--- src/rtl/fcs_pkg.sv ---
package fcs_pkg;

  typedef enum logic [1:0] {RM_ARRAY, RM_STATUS, RM_IDENT} rmode_e;
  typedef enum logic [1:0] {PH_CMD, PH_ERS_CFM, PH_PRG_DATA} phase_e;
  typedef enum logic [3:0] {
    C_RDARR, C_RDSTAT, C_RDID, C_CLR, C_ERS, C_PRG, C_SUSP, C_CONFIRM, C_BAD
  } cmd_e;

  localparam logic [7:0] OP_RDARR   = 8'hFF;
  localparam logic [7:0] OP_RDSTAT  = 8'h70;
  localparam logic [7:0] OP_RDID    = 8'h90;
  localparam logic [7:0] OP_CLR     = 8'h50;
  localparam logic [7:0] OP_ERS     = 8'h20;
  localparam logic [7:0] OP_PRG     = 8'h40;
  localparam logic [7:0] OP_SUSP    = 8'hB0;
  localparam logic [7:0] OP_CONFIRM = 8'hD0;

  // status nibble: ready, erase error, program error, supply error
  function automatic logic [3:0] pack_status(input logic rdy, input logic ee,
                                             input logic pe, input logic ve);
    return {rdy, ee, pe, ve};
  endfunction

endpackage

--- src/rtl/fcs_cmd_decode.sv ---
module fcs_cmd_decode
  import fcs_pkg::*;
(
  input  logic [7:0] code,
  output cmd_e       cmd
);

  always_comb begin
    unique case (code)
      OP_RDARR:   cmd = C_RDARR;
      OP_RDSTAT:  cmd = C_RDSTAT;
      OP_RDID:    cmd = C_RDID;
      OP_CLR:     cmd = C_CLR;
      OP_ERS:     cmd = C_ERS;
      OP_PRG:     cmd = C_PRG;
      OP_SUSP:    cmd = C_SUSP;
      OP_CONFIRM: cmd = C_CONFIRM;
      default:    cmd = C_BAD;
    endcase
  end

endmodule

--- src/rtl/fcs_op_timer.sv ---
module fcs_op_timer #(
  parameter int LEN = 16
) (
  input  logic clk,
  input  logic rst_n,
  input  logic start,
  input  logic run,
  input  logic abort,
  output logic active,
  output logic done
);

  localparam int CW = (LEN > 1) ? $clog2(LEN) : 1;
  localparam logic [CW-1:0] LAST = CW'(LEN - 1);

  logic [CW-1:0] cnt;

  assign done = active && run && (cnt == LAST);

  always_ff @(posedge clk or negedge rst_n) begin
    if (!rst_n) begin
      active <= 1'b0;
      cnt    <= '0;
    end else if (start) begin
      active <= 1'b1;
      cnt    <= '0;
    end else if (abort || done) begin
      active <= 1'b0;
      cnt    <= '0;
    end else if (active && run) begin
      cnt <= cnt + 1'b1;
    end
  end


  cnt_freeze_chk: assert property (@(posedge clk) disable iff (!rst_n)
    (active && !run && !start && !abort) |=> $stable(cnt));


  cnt_step_chk: assert property (@(posedge clk) disable iff (!rst_n)
    (active && run && !done && !start && !abort) |=> (cnt == $past(cnt) + 1'b1));

endmodule

--- src/rtl/fcs_read_mux.sv ---
module fcs_read_mux
  import fcs_pkg::*;
#(
  parameter int          DW     = 16,
  parameter logic [15:0] MFR_ID = 16'h00C2,
  parameter logic [15:0] DEV_ID = 16'h22B4
) (
  input  rmode_e        rmode,
  input  logic          busy,
  input  logic [3:0]    status,
  input  logic          odd_addr,
  input  logic          masked,
  input  logic [DW-1:0] arr_rdata,
  output logic [DW-1:0] rd_data
);

  logic [DW-1:0] stat_word;
  assign stat_word = {{(DW-4){1'b0}}, status};

  always_comb begin
    if (busy) begin
      rd_data = stat_word;
    end else begin
      unique case (rmode)
        RM_STATUS: rd_data = stat_word;
        RM_IDENT:  rd_data = odd_addr ? DW'(DEV_ID) : DW'(MFR_ID);
        default:   rd_data = masked ? '0 : arr_rdata;
      endcase
    end
  end

endmodule

--- src/rtl/flash_cmd_seq.sv ---
module flash_cmd_seq
  import fcs_pkg::*;
#(
  parameter int          AW          = 6,
  parameter int          DW          = 16,
  parameter int          BLK_BITS    = 2,
  parameter int          BOOT_BLOCKS = 1,
  parameter int          PROG_CYC    = 16,
  parameter int          ERASE_CYC   = 64,
  parameter logic [15:0] MFR_ID      = 16'h00C2,
  parameter logic [15:0] DEV_ID      = 16'h22B4
) (
  input  logic          clk,
  input  logic          rst_n,
  input  logic          lowvdd,
  input  logic          vpp_lock,
  input  logic          wp_n,
  input  logic          bus_we,
  input  logic [AW-1:0] bus_addr,
  input  logic [DW-1:0] bus_wdata,
  input  logic [DW-1:0] arr_rdata,
  output logic [DW-1:0] rd_data,
  output logic          ready,
  output logic          arr_prog,
  output logic          arr_erase,
  output logic [AW-1:0] arr_addr,
  output logic [DW-1:0] arr_wdata
);

  localparam int OFS_BITS = AW - BLK_BITS;

  function automatic logic [BLK_BITS-1:0] blk_of(input logic [AW-1:0] a);
    return a[AW-1 -: BLK_BITS];
  endfunction

  function automatic logic is_boot(input logic [BLK_BITS-1:0] b);
    return int'(b) < BOOT_BLOCKS;
  endfunction

  // state
  phase_e              phase, nx_phase;
  rmode_e              rmode, nx_rmode;
  logic                ers_err, prg_err, vpp_err;
  logic                ers_susp, prg_susp;
  logic [BLK_BITS-1:0] ers_blk;
  logic [AW-1:0]       prg_addr;
  logic [DW-1:0]       prg_data;

  // named events
  cmd_e                cmd;
  logic                wr_ok, busy, boot_hit;
  logic [BLK_BITS-1:0] wr_blk;
  logic                prg_active, prg_done, prg_run, prg_abort;
  logic                ers_active, ers_done, ers_run, ers_abort, ers_go;
  logic                prg_start, ers_start, prg_refuse, ers_refuse, vpp_hit;
  logic                bad_seq, susp_ev, clr_ev, prg_resume, ers_resume;
  logic                masked;

  fcs_cmd_decode u_dec (.code(bus_wdata[7:0]), .cmd(cmd));

  assign wr_ok    = bus_we && !lowvdd;
  assign wr_blk   = blk_of(bus_addr);
  assign boot_hit = is_boot(wr_blk) && !wp_n;

  assign prg_run   = prg_active && !prg_susp && !vpp_lock;
  assign prg_abort = prg_active && !prg_susp && vpp_lock;
  assign ers_go    = ers_active && !ers_susp && !prg_active;
  assign ers_run   = ers_go && !vpp_lock;
  assign ers_abort = ers_go && vpp_lock;
  assign busy      = (prg_active && !prg_susp) || ers_go;
  assign ready     = !busy;

  fcs_op_timer #(.LEN(PROG_CYC)) u_prg_tmr (
    .clk(clk), .rst_n(rst_n), .start(prg_start), .run(prg_run),
    .abort(prg_abort), .active(prg_active), .done(prg_done)
  );

  fcs_op_timer #(.LEN(ERASE_CYC)) u_ers_tmr (
    .clk(clk), .rst_n(rst_n), .start(ers_start), .run(ers_run),
    .abort(ers_abort), .active(ers_active), .done(ers_done)
  );

  // command interpretation
  always_comb begin
    nx_phase   = phase;
    nx_rmode   = rmode;
    prg_start  = 1'b0;
    ers_start  = 1'b0;
    prg_refuse = 1'b0;
    ers_refuse = 1'b0;
    vpp_hit    = 1'b0;
    bad_seq    = 1'b0;
    susp_ev    = 1'b0;
    clr_ev     = 1'b0;
    prg_resume = 1'b0;
    ers_resume = 1'b0;
    if (wr_ok && busy) begin
      if (cmd == C_SUSP) begin
        susp_ev  = 1'b1;
        nx_rmode = RM_STATUS;
      end
    end else if (wr_ok) begin
      unique case (phase)
        PH_ERS_CFM: begin
          nx_phase = PH_CMD;
          nx_rmode = RM_STATUS;
          if (cmd != C_CONFIRM) bad_seq = 1'b1;
          else if (vpp_lock) begin
            ers_refuse = 1'b1;
            vpp_hit    = 1'b1;
          end else if (boot_hit) ers_refuse = 1'b1;
          else ers_start = 1'b1;
        end
        PH_PRG_DATA: begin
          nx_phase = PH_CMD;
          nx_rmode = RM_STATUS;
          if (vpp_lock) begin
            prg_refuse = 1'b1;
            vpp_hit    = 1'b1;
          end else if (boot_hit) prg_refuse = 1'b1;
          else if (ers_active && (wr_blk == ers_blk)) prg_refuse = 1'b1;
          else prg_start = 1'b1;
        end
        default: begin
          unique case (cmd)
            C_RDARR:  nx_rmode = RM_ARRAY;
            C_RDSTAT: nx_rmode = RM_STATUS;
            C_RDID:   nx_rmode = RM_IDENT;
            C_CLR:    clr_ev = 1'b1;
            C_SUSP:   nx_rmode = RM_STATUS;
            C_ERS: begin
              nx_rmode = RM_STATUS;
              if (ers_active || prg_active) bad_seq = 1'b1;
              else nx_phase = PH_ERS_CFM;
            end
            C_PRG: begin
              nx_rmode = RM_STATUS;
              if (prg_active) bad_seq = 1'b1;
              else nx_phase = PH_PRG_DATA;
            end
            C_CONFIRM: begin
              nx_rmode = RM_STATUS;
              if (prg_susp) prg_resume = 1'b1;
              else if (ers_susp) ers_resume = 1'b1;
              else bad_seq = 1'b1;
            end
            default: begin
              nx_rmode = RM_STATUS;
              bad_seq  = 1'b1;
            end
          endcase
        end
      endcase
    end
  end

  always_ff @(posedge clk or negedge rst_n) begin
    if (!rst_n) begin
      phase    <= PH_CMD;
      rmode    <= RM_ARRAY;
      ers_err  <= 1'b0;
      prg_err  <= 1'b0;
      vpp_err  <= 1'b0;
      ers_susp <= 1'b0;
      prg_susp <= 1'b0;
      ers_blk  <= '0;
      prg_addr <= '0;
      prg_data <= '0;
    end else begin
      phase <= nx_phase;
      rmode <= nx_rmode;
      if (clr_ev) begin
        ers_err <= 1'b0;
        prg_err <= 1'b0;
        vpp_err <= 1'b0;
      end else begin
        if (bad_seq || ers_refuse || ers_abort) ers_err <= 1'b1;
        if (bad_seq || prg_refuse || prg_abort) prg_err <= 1'b1;
        if (vpp_hit || prg_abort || ers_abort)  vpp_err <= 1'b1;
      end
      if (susp_ev && prg_active && !prg_done) prg_susp <= 1'b1;
      else if (prg_resume || !prg_active)     prg_susp <= 1'b0;
      if (susp_ev && !prg_active && ers_active && !ers_done) ers_susp <= 1'b1;
      else if (ers_resume || !ers_active)                    ers_susp <= 1'b0;
      if (ers_start) ers_blk <= wr_blk;
      if (prg_start) begin
        prg_addr <= bus_addr;
        prg_data <= bus_wdata;
      end
    end
  end

  // array port
  assign arr_prog  = prg_done;
  assign arr_erase = ers_done;
  assign arr_addr  = ers_done ? {ers_blk, {OFS_BITS{1'b0}}} : prg_addr;
  assign arr_wdata = prg_data;

  // read path
  assign masked = (ers_susp && (blk_of(bus_addr) == ers_blk)) ||
                  (prg_susp && (bus_addr == prg_addr));

  fcs_read_mux #(.DW(DW), .MFR_ID(MFR_ID), .DEV_ID(DEV_ID)) u_rmux (
    .rmode(rmode), .busy(busy),
    .status(pack_status(ready, ers_err, prg_err, vpp_err)),
    .odd_addr(bus_addr[0]), .masked(masked), .arr_rdata(arr_rdata),
    .rd_data(rd_data)
  );


  vpp_noarr_chk: assert property (@(posedge clk) disable iff (!rst_n)
    vpp_lock |-> !(arr_prog || arr_erase));


  lowvdd_hold_chk: assert property (@(posedge clk) disable iff (!rst_n)
    lowvdd |=> ($stable(phase) && $stable(rmode)));


  boot_guard_chk: assert property (@(posedge clk) disable iff (!rst_n)
    (prg_start || ers_start) |-> !(is_boot(blk_of(bus_addr)) && !wp_n));


  susp_blk_chk: assert property (@(posedge clk) disable iff (!rst_n)
    (prg_start && ers_susp) |-> (blk_of(bus_addr) != ers_blk));


  start_busy_chk: assert property (@(posedge clk) disable iff (!rst_n)
    (ers_start || prg_start) |=> !ready);


  one_strobe_chk: assert property (@(posedge clk) disable iff (!rst_n)
    $onehot0({arr_prog, arr_erase}));

endmodule

--- config.mk ---
export PLATFORM = sky130hd
export DESIGN_NAME = flash_cmd_seq
export DESIGN_NICKNAME = d
export VERILOG_FILES = /design/src/rtl/fcs_pkg.sv /design/src/rtl/fcs_cmd_decode.sv /design/src/rtl/fcs_op_timer.sv /design/src/rtl/fcs_read_mux.sv /design/src/rtl/flash_cmd_seq.sv
export SDC_FILE = /design/constraint.sdc
export NUM_CORES = 1
export LEC_CHECK = 0
export BUFFER_PORTS_ARGS = -buffer_cell sky130_fd_sc_hd__buf_2
export CAP_MARGIN = 0
export CELL_PAD_IN_SITES_DETAIL_PLACEMENT = 1
export CELL_PAD_IN_SITES_GLOBAL_PLACEMENT = 1
export CORE_UTILIZATION = 40
export CTS_BUF_LIST = sky130_fd_sc_hd__clkbuf_16
export DETAILED_ROUTE_END_ITERATION = 7
export PLACE_DENSITY = 0.89
export SLEW_MARGIN = 20
export SYNTH_ARGS = -nofsm -noshare
export SYNTH_HDL_FRONTEND = slang
export SYNTH_SLANG_ARGS = --single-unit
export TNS_END_PERCENT = 100
--- constraint.sdc ---
create_clock -name clk -period 4.7 [get_ports clk]
set_input_delay 0.94 -clock clk [delete_from_list [all_inputs] [get_ports clk]]
set_output_delay 0.94 -clock clk [all_outputs]
set_load 0.05 [all_outputs]
==> flow_metrics.tcl, run 1 <==
set metrics [dict create \
    maxSlewHeadroom_pct 47.3 \
    cp_common_cell "buf_2" \
    setup_violations 0 \
    crit_family "compound AO/OA/AOI/OAI gates" \
    grt_pass1_vias 2653 \
    timing.fmax_mhz 279 \
    post-route-min-period_ns 3.59 \
    cts_setup_buffers 0 \
    top_level_ports 85 \
    cts-root-buf "clkbuf_16" \
    drc 6 \
    clock_insertion_delay_worst_skew_ns 0.29 \
    area_delta_synth_final_pct 22.3 \
    cts_hold_buf 0 \
    drtIter0Drc 168 \
    final_antenna_net_count 0 \
    startpoint "bus_addr[4]" \
    endpoint "rd_data[2]" \
    fin_setup_tns_ns 0 \
    ys_ff_latch 45 \
    p_leak_uw 0.00174 \
    r2r_slack_ns 2.27 \
    crit_path_start_kind "input port" \
    switching_share_pct 32.2 \
    failed_checks "design-rule violations" \
    die_w_um 84.5 \
    p_sw_uw 316 \
    antenna_cells 0 \
    final_layout_size_suffix_gt1_share_pct 26.1 \
    power_density_mw_per_mm2 295 \
    cap_violations 0 \
    synth_nets 376 \
    post_dp_cell_area_mm2 0.00318 \
    wl_per_cell_um 16.6 \
    num-fill-cells 825 \
    cts.htree.levels 2 \
    synth_edf_count 0 \
    crit_chain "buf_2 -> xnor2_1 -> nand4_1 -> o311a_1 -> and2_1 -> a221o_1 -> buf_2" \
    crit_buf_inv 2 \
    setup.worst_path.end_class "output port" \
    cp.depth 7 \
    r2r-end "u_prg_tmr.cnt[2]" \
    vias 2651 \
    ys_seq_area_share_pct 41.4 \
    seqPwrFrac_pct 43.0 \
    grt_pass1_wl_um 12900 \
    rows 29 \
    syn_area_mm2 0.00272 \
    die_h_um 84.5 \
    hold_viol_final 0 \
    dpl.hpwl_um 5880 \
    peakVddDrop_v 0.000136 \
    via_per_inst 5.52 \
    syn_inst 326 \
    post_cts_resized 0 \
    numClockSinks 45 \
    slowest_stage "o311a_1" \
    p_total_uw 981 \
    synth_flop_cell "dfrtp_1" \
    fin_skew_ns 0.00781 \
    syn_avg_cell_area_um2 8.35 \
    grt_overflow 0 \
    clockPowerShare_pct 37.1 \
    async_flop_share_pct 100 \
    worstMarginPinSlew_ns 0.791 \
    slew_viol_final 0 \
    clk_pin_slew_ns 0.07 \
    grt_setup_unrepaired "no" \
    cts_tree "done" \
    die_area_mm2 0.00714 \
    routabilityCongestion 0.820 \
    drt_pass1_iterations 6 \
    p_comb_share_pct 19.9 \
    portBuffers 84 \
    intPower_uw 665 \
    synth-warning-count 0 \
    core_area_mm2 0.00646 \
    max_stage_delay_ns 0.49 \
    cts_buffer_depth 2 \
    cp_max_fo 14 \
    required_ns 3.76 \
    status "finished with violations" \
    r2r_start "u_prg_tmr.active" \
    multi_input_area_mm2 0.00148 \
    antenna_found_initial 0 \
    fin_nets 452 \
    rr_worst_depth 4 \
    hold_path_class "flop to flop" \
    worst_ep_arrival_time_ns 2.65 \
    cts_buffers 5 \
    synth.distinct_cells 54 \
    grt_max_degree 46 \
    critical_path_class "input port to output port" \
    grt_usage_pct 22.6 \
    initial_core_util_pct 42.2 \
    regArea_mm2 0.00113 \
    wl_um 7970 \
    final_cell_area_mm2 0.00333 \
    finalCritPeriodShare_pct 76.4 \
]
==> stage by stage <==
step,utilization [%],hold WS (ns),instances,setup WS (ns)
6_report,51.6,0.481,480,1.11
5_1_grt,51.6,0.510,480,0.972
4_1_cts,51.5,0.485,480,1.11
3_5_place_dp,49.2,0.465,472,1.11
3_3_place_gp,49.2,0.454,472,1.16
2_1_floorplan,-,0.463,326,1.30
==> cells in the mapped netlist (4+ instances only) <==
cell,count,area share [%]
inv_1,11,1.5
mux2_2,4,1.7
nor3_1,10,1.8
o21ai_0,15,2.8
clkbuf_1,9,1.2
nor2b_1,5,1.1
dfrtp_1,45,41
nand2_1,80,11
buf_2,7,1.3
nor2_1,14,1.9
and2_1,9,2.1
and3_1,9,2.1
a21oi_1,15,2.8
xor2_1,5,1.6
nand3_1,9,1.7
nand4_1,7,1.6
xnor2_1,10,3.2
ha_1,6,2.8
==> power groups by stage <==
stage	combinational [µW]	sequential (µW)	clock, µW
after CTS	197	422	370
after global routing	210	424	383
final	195	422	364
after global placement	190	427	0
after floorplan	90.1	468	0
after detailed placement	196	429	0
==> sequential cells by signal, indices dropped and copies added, names as in the netlist <==
| signal | cells |
|---|---|
| arr_wdata | 16 |
| ers_blk | 2 |
| ers_err | 1 |
| ers_susp | 1 |
| phase | 2 |
| prg_addr | 6 |
| prg_err | 1 |
| prg_susp | 1 |
| rmode | 2 |
| u_ers_tmr.active | 1 |
| u_ers_tmr.cnt | 6 |
| u_prg_tmr.active | 1 |
| u_prg_tmr.cnt | 4 |
| vpp_err | 1 |
==> routing by layer <==
layer | wire length, µm | GRT usage (%) | part of all wire, %
met5 | 0 | 0 | 0
met4 | 102 | 5.70 | 1.3
met3 | 301 | 3.74 | 3.8
met2 | 4190 | 41.0 | 53
met1 | 3380 | 27.9 | 42
==> worst register-to-register path, stage by stage (launching register included) <==
cell and delay (ns):
dfrtp_1 0.49, nor2b_1 0.22, nor3_2 0.61, nand3_2 0.66
and2_1 0.34
==> cell families after synthesis <==
logic type | count (synthesis) | synth area share (%)
muxes | 7 | 2.76
AOI/OAI and AO/OA | 59 | 14.1
DFF | 45 | 41.4
and+or+nand+nor | 164 | 29.5
buffers and inverters | 29 | 4.32
xor gates and xnor gates | 15 | 4.83
adders and majority gates | 7 | 3.12
==> cells in the final DEF, fill, tap and decap left out, types with 4 or more instances in the layout <==
| master | Yosys | routed |
|---|---|---|
| buf_2 | 7 | 83 |
| nand2_1 | 80 | 80 |
| dfrtp_1 | 45 | 45 |
| a21oi_1 | 15 | 15 |
| o21ai_0 | 15 | 15 |
| nor2_1 | 14 | 14 |
| inv_1 | 11 | 11 |
| xnor2_1 | 10 | 10 |
| nor3_1 | 10 | 10 |
| nand3_1 | 9 | 9 |
| and2_1 | 9 | 9 |
| and3_1 | 9 | 9 |
| nand4_1 | 7 | 7 |
| ha_1 | 6 | 6 |
| nor2b_1 | 5 | 5 |
| xor2_1 | 5 | 5 |
| clkbuf_16 | 0 | 5 |
| mux2_2 | 4 | 4 |
==> how the worst min path moves through the flow <==
stage | depth (start not counted) | from | slack (ns) | endpoint
after global routing | 2 | arr_wdata[9] | 0.51 | arr_wdata[9]
final | 2 | arr_wdata[12] | 0.48 | arr_wdata[12]
after CTS | 2 | arr_wdata[9] | 0.49 | arr_wdata[9]
after floorplan | 2 | vpp_err | 0.46 | vpp_err
after global placement | 2 | arr_wdata[10] | 0.45 | arr_wdata[10]
after detailed placement | 2 | arr_wdata[12] | 0.47 | arr_wdata[12]
==> final cells by class <==
class / instances / share of cell area (%)
timing repair buffer: 85 / 12.9
sequential: 45 / 33.8
clock inverter: 3 / 0.751
inverter: 13 / 1.47
clock buffer: 5 / 3.76
tap: 77 / 2.89
multi-input combinational: 252 / 44.4
Power figures use the tool's default switching activity.
==> inputs of run 2 (changes only) <==
ABC_AREA = 1   (was default)
CORE_UTILIZATION = 33   (was 40)
PLACE_DENSITY = 0.8   (was 0.89)
clock period = 2.94 ns   (was 4.7 ns; I/O delays follow)
==> run 2 against run 1 <==
- the flow now finishes without violations
- critical path type unchanged
- first-iteration DRC count shrank 67%
- critical path depth is 4 higher
- worst setup slack got worse by 0.80 ns
- cell area grew 6.7%
- final cell count is 22% higher
- largest power group unchanged
- clock skew shrank 0.0022 ns
- die area increased by 28%
- worst hold slack got worse by 0.18 ns
- count of clock-buffer cells in the layout unchanged
==> flow_metrics.tcl, run 2 <==
set metrics [dict create \
    async_flop_share_pct 100 \
    synth_flop_cell "dfrtp_1" \
    layout_common_cells "nand2_1 (109), buf_2 (83), inv_1 (57)" \
    grt_usage_pct 18.7 \
    p_leak_uw 0.00198 \
    syn_inst 393 \
    setup.worst_path.end_class "output port" \
    crit_path_start_kind "input port" \
    required_ns 2.35 \
    setup_violations 0 \
    grt_max_degree 49 \
    antenna_found_initial 0 \
    intPower_uw 1050 \
    vias 2813 \
    largest_reg_flops 16 \
    portBuffers 84 \
    maxSlewHeadroom_pct 59.1 \
    timing.fmax_mhz 380 \
    die_h_um 95.6 \
    worstMarginPinSlew_ns 0.607 \
    ys_seq_area_share_pct 38.9 \
    post-route-min-period_ns 2.63 \
    yosysTopAreaCell "dfrtp_1" \
    grt_pass1_wl_um 13300 \
    ys_top_cells_by_count "nand2_1 (109), inv_1 (57), nor2_1 (51), dfrtp_1 (45), nand3_1 (17)" \
    cts.htree.levels 2 \
    synth_nets 443 \
    slew_viol_final 0 \
    synth_edf_count 0 \
    crit_chain "buf_2 -> inv_1 -> nand2_1 -> nand3_1 -> nor3_1 -> nand2_1 -> nand2_1 -> inv_1 -> nand3_1 -> nor2_1 -> buf_2" \
    wl_um 7840 \
    fin_ws_ns 0.310 \
    final_cell_area_mm2 0.00355 \
    syn_area_mm2 0.00289 \
    die_w_um 95.6 \
    syn_avg_cell_area_um2 7.36 \
    synth_top_area_share_pct 38.9 \
    fin_setup_tns_ns 0 \
    grt_setup_unrepaired "no" \
    cts_setup_buffers 0 \
    post_dp_cell_area_mm2 0.00341 \
    pre_cts_ws_ns 0.281 \
    drc 0 \
    top_level_ports 85 \
    area_delta_synth_final_pct 22.9 \
    drt_pass1_iterations 4 \
    rows 33 \
    cp_common_cell "nand2_1" \
    fin_skew_ns 0.00557 \
    peakVddDrop_v 0.000223 \
    slowest_stage "buf_2" \
    p_comb_share_pct 18.3 \
    cts_hold_buf 0 \
    clk_pin_slew_ns 0.07 \
    cp_max_fo 7 \
    p_sw_uw 461 \
    ys_ff_latch 45 \
    cts_tree "done" \
    hold_viol_final 0 \
    numClockSinks 45 \
    switching_share_pct 30.5 \
    routabilityCongestion 0.836 \
    synth_area_leaders "dfrtp_1 (39%), nand2_1 (14%), inv_1 (7.4%)" \
    cts_buffer_depth 2 \
    wl_per_cell_um 13.3 \
    final_antenna_net_count 0 \
    grt_pass1_vias 2963 \
    die_area_mm2 0.00914 \
    dpl.hpwl_um 6260 \
    num-fill-cells 1072 \
    hold_path_class "input port to asynchronous set/reset pin" \
    synth-warning-count 0 \
    worst_ep_arrival_time_ns 2.04 \
    max_stage_delay_ns 0.27 \
    clockPowerShare_pct 37.2 \
    seqPwrFrac_pct 44.5 \
    final_layout_size_suffix_gt1_share_pct 26.3 \
    yosysMostFrequentCell "nand2_1" \
    critical_path_class "input port to output port" \
    via_per_inst 4.79 \
    antenna_cells 0 \
    core_area_mm2 0.00834 \
    cts_buffers 5 \
    drtIter0Drc 56 \
    fin_nets 531 \
    clock_insertion_delay_worst_skew_ns 0.29 \
    status "finished clean" \
    finalCritPeriodShare_pct 89.5 \
    cap_violations 0 \
    synth.distinct_cells 32 \
    cts-root-buf "clkbuf_16" \
    layout_commonest_cell "nand2_1" \
    post_cts_resized 0 \
    power_density_mw_per_mm2 426 \
    grt_overflow 0 \
    initial_core_util_pct 34.7 \
]
## run 2: layout make-up
cell class                 count  area (µm²)  area share (%)
timing repair buffer          87         445            12.5
clock inverter                 3        21.3           0.598
tap                          105         131            3.70
multi-input combinational    280        1470            41.3
inverter                      62         238            6.69
sequential                    45        1130            31.7
clock buffer                   5         125            3.52
## run 2: kinds of logic (layout without fill, tap and decap cells)
| family | Yosys count | in the layout | synth area share [%] |
|---|---|---|---|
| buffers and inverters | 68 | 157 | 10.3 |
| XOR/XNOR | 11 | 11 | 3.33 |
| adder cells (fa/ha/maj) | 6 | 6 | 2.60 |
| AO/OA/AOI/OAI | 58 | 58 | 12.8 |
| AND/OR/NAND/NOR | 205 | 205 | 32.0 |
| flip-flops | 45 | 45 | 38.9 |
## run 2: path summary, 6_finish.rpt
kind	startpoint	to	slack, ns	cells past startpoint
min reg2reg	arr_wdata[13]	arr_wdata[13]	0.49	2
max	bus_addr[4]	rd_data[15]	0.31	11
max in group asynchronous	rst_n	ers_blk[1]	2.24	1
min	rst_n	arr_wdata[6]	0.30	1
max reg2reg	u_prg_tmr.active	u_prg_tmr.cnt[2]	1.01	11
min in group clk	arr_wdata[13]	arr_wdata[13]	0.49	2
## run 2: metal layers
metal	vias up	wire [µm]	global-route usage [%]
met1	1327	3560	23.1
met4	0	97	5.35
met2	66	3880	33.9
met5	-	0	0
li1	1412	-	-
met3	8	289	2.23
## run 2: stage by stage
stage	util (%)	hold slack, ns	cells	total power, µW
2_1_floorplan	-	0.292	393	864
3_3_place_gp	40.8	0.462	579	954
3_5_place_dp	40.8	0.471	579	965
4_1_cts	42.6	0.489	587	1540
5_1_grt	42.6	0.358	587	1590
6_report	42.6	0.301	587	1510
## run 2: worst max-delay path, delay by kind of cell
kind                   cells  cell delay [ns]
and+or+nand+nor            7             0.79
buffers and inverters      4             0.67
## run 2: power by group through the flow
stage	registers [µW]	logic, µW	clock network (µW)
after floorplan	698	166	0
after global placement	683	271	0
after detailed placement	684	280	0
after CTS	673	282	581
after global routing	678	312	598
final	673	277	563
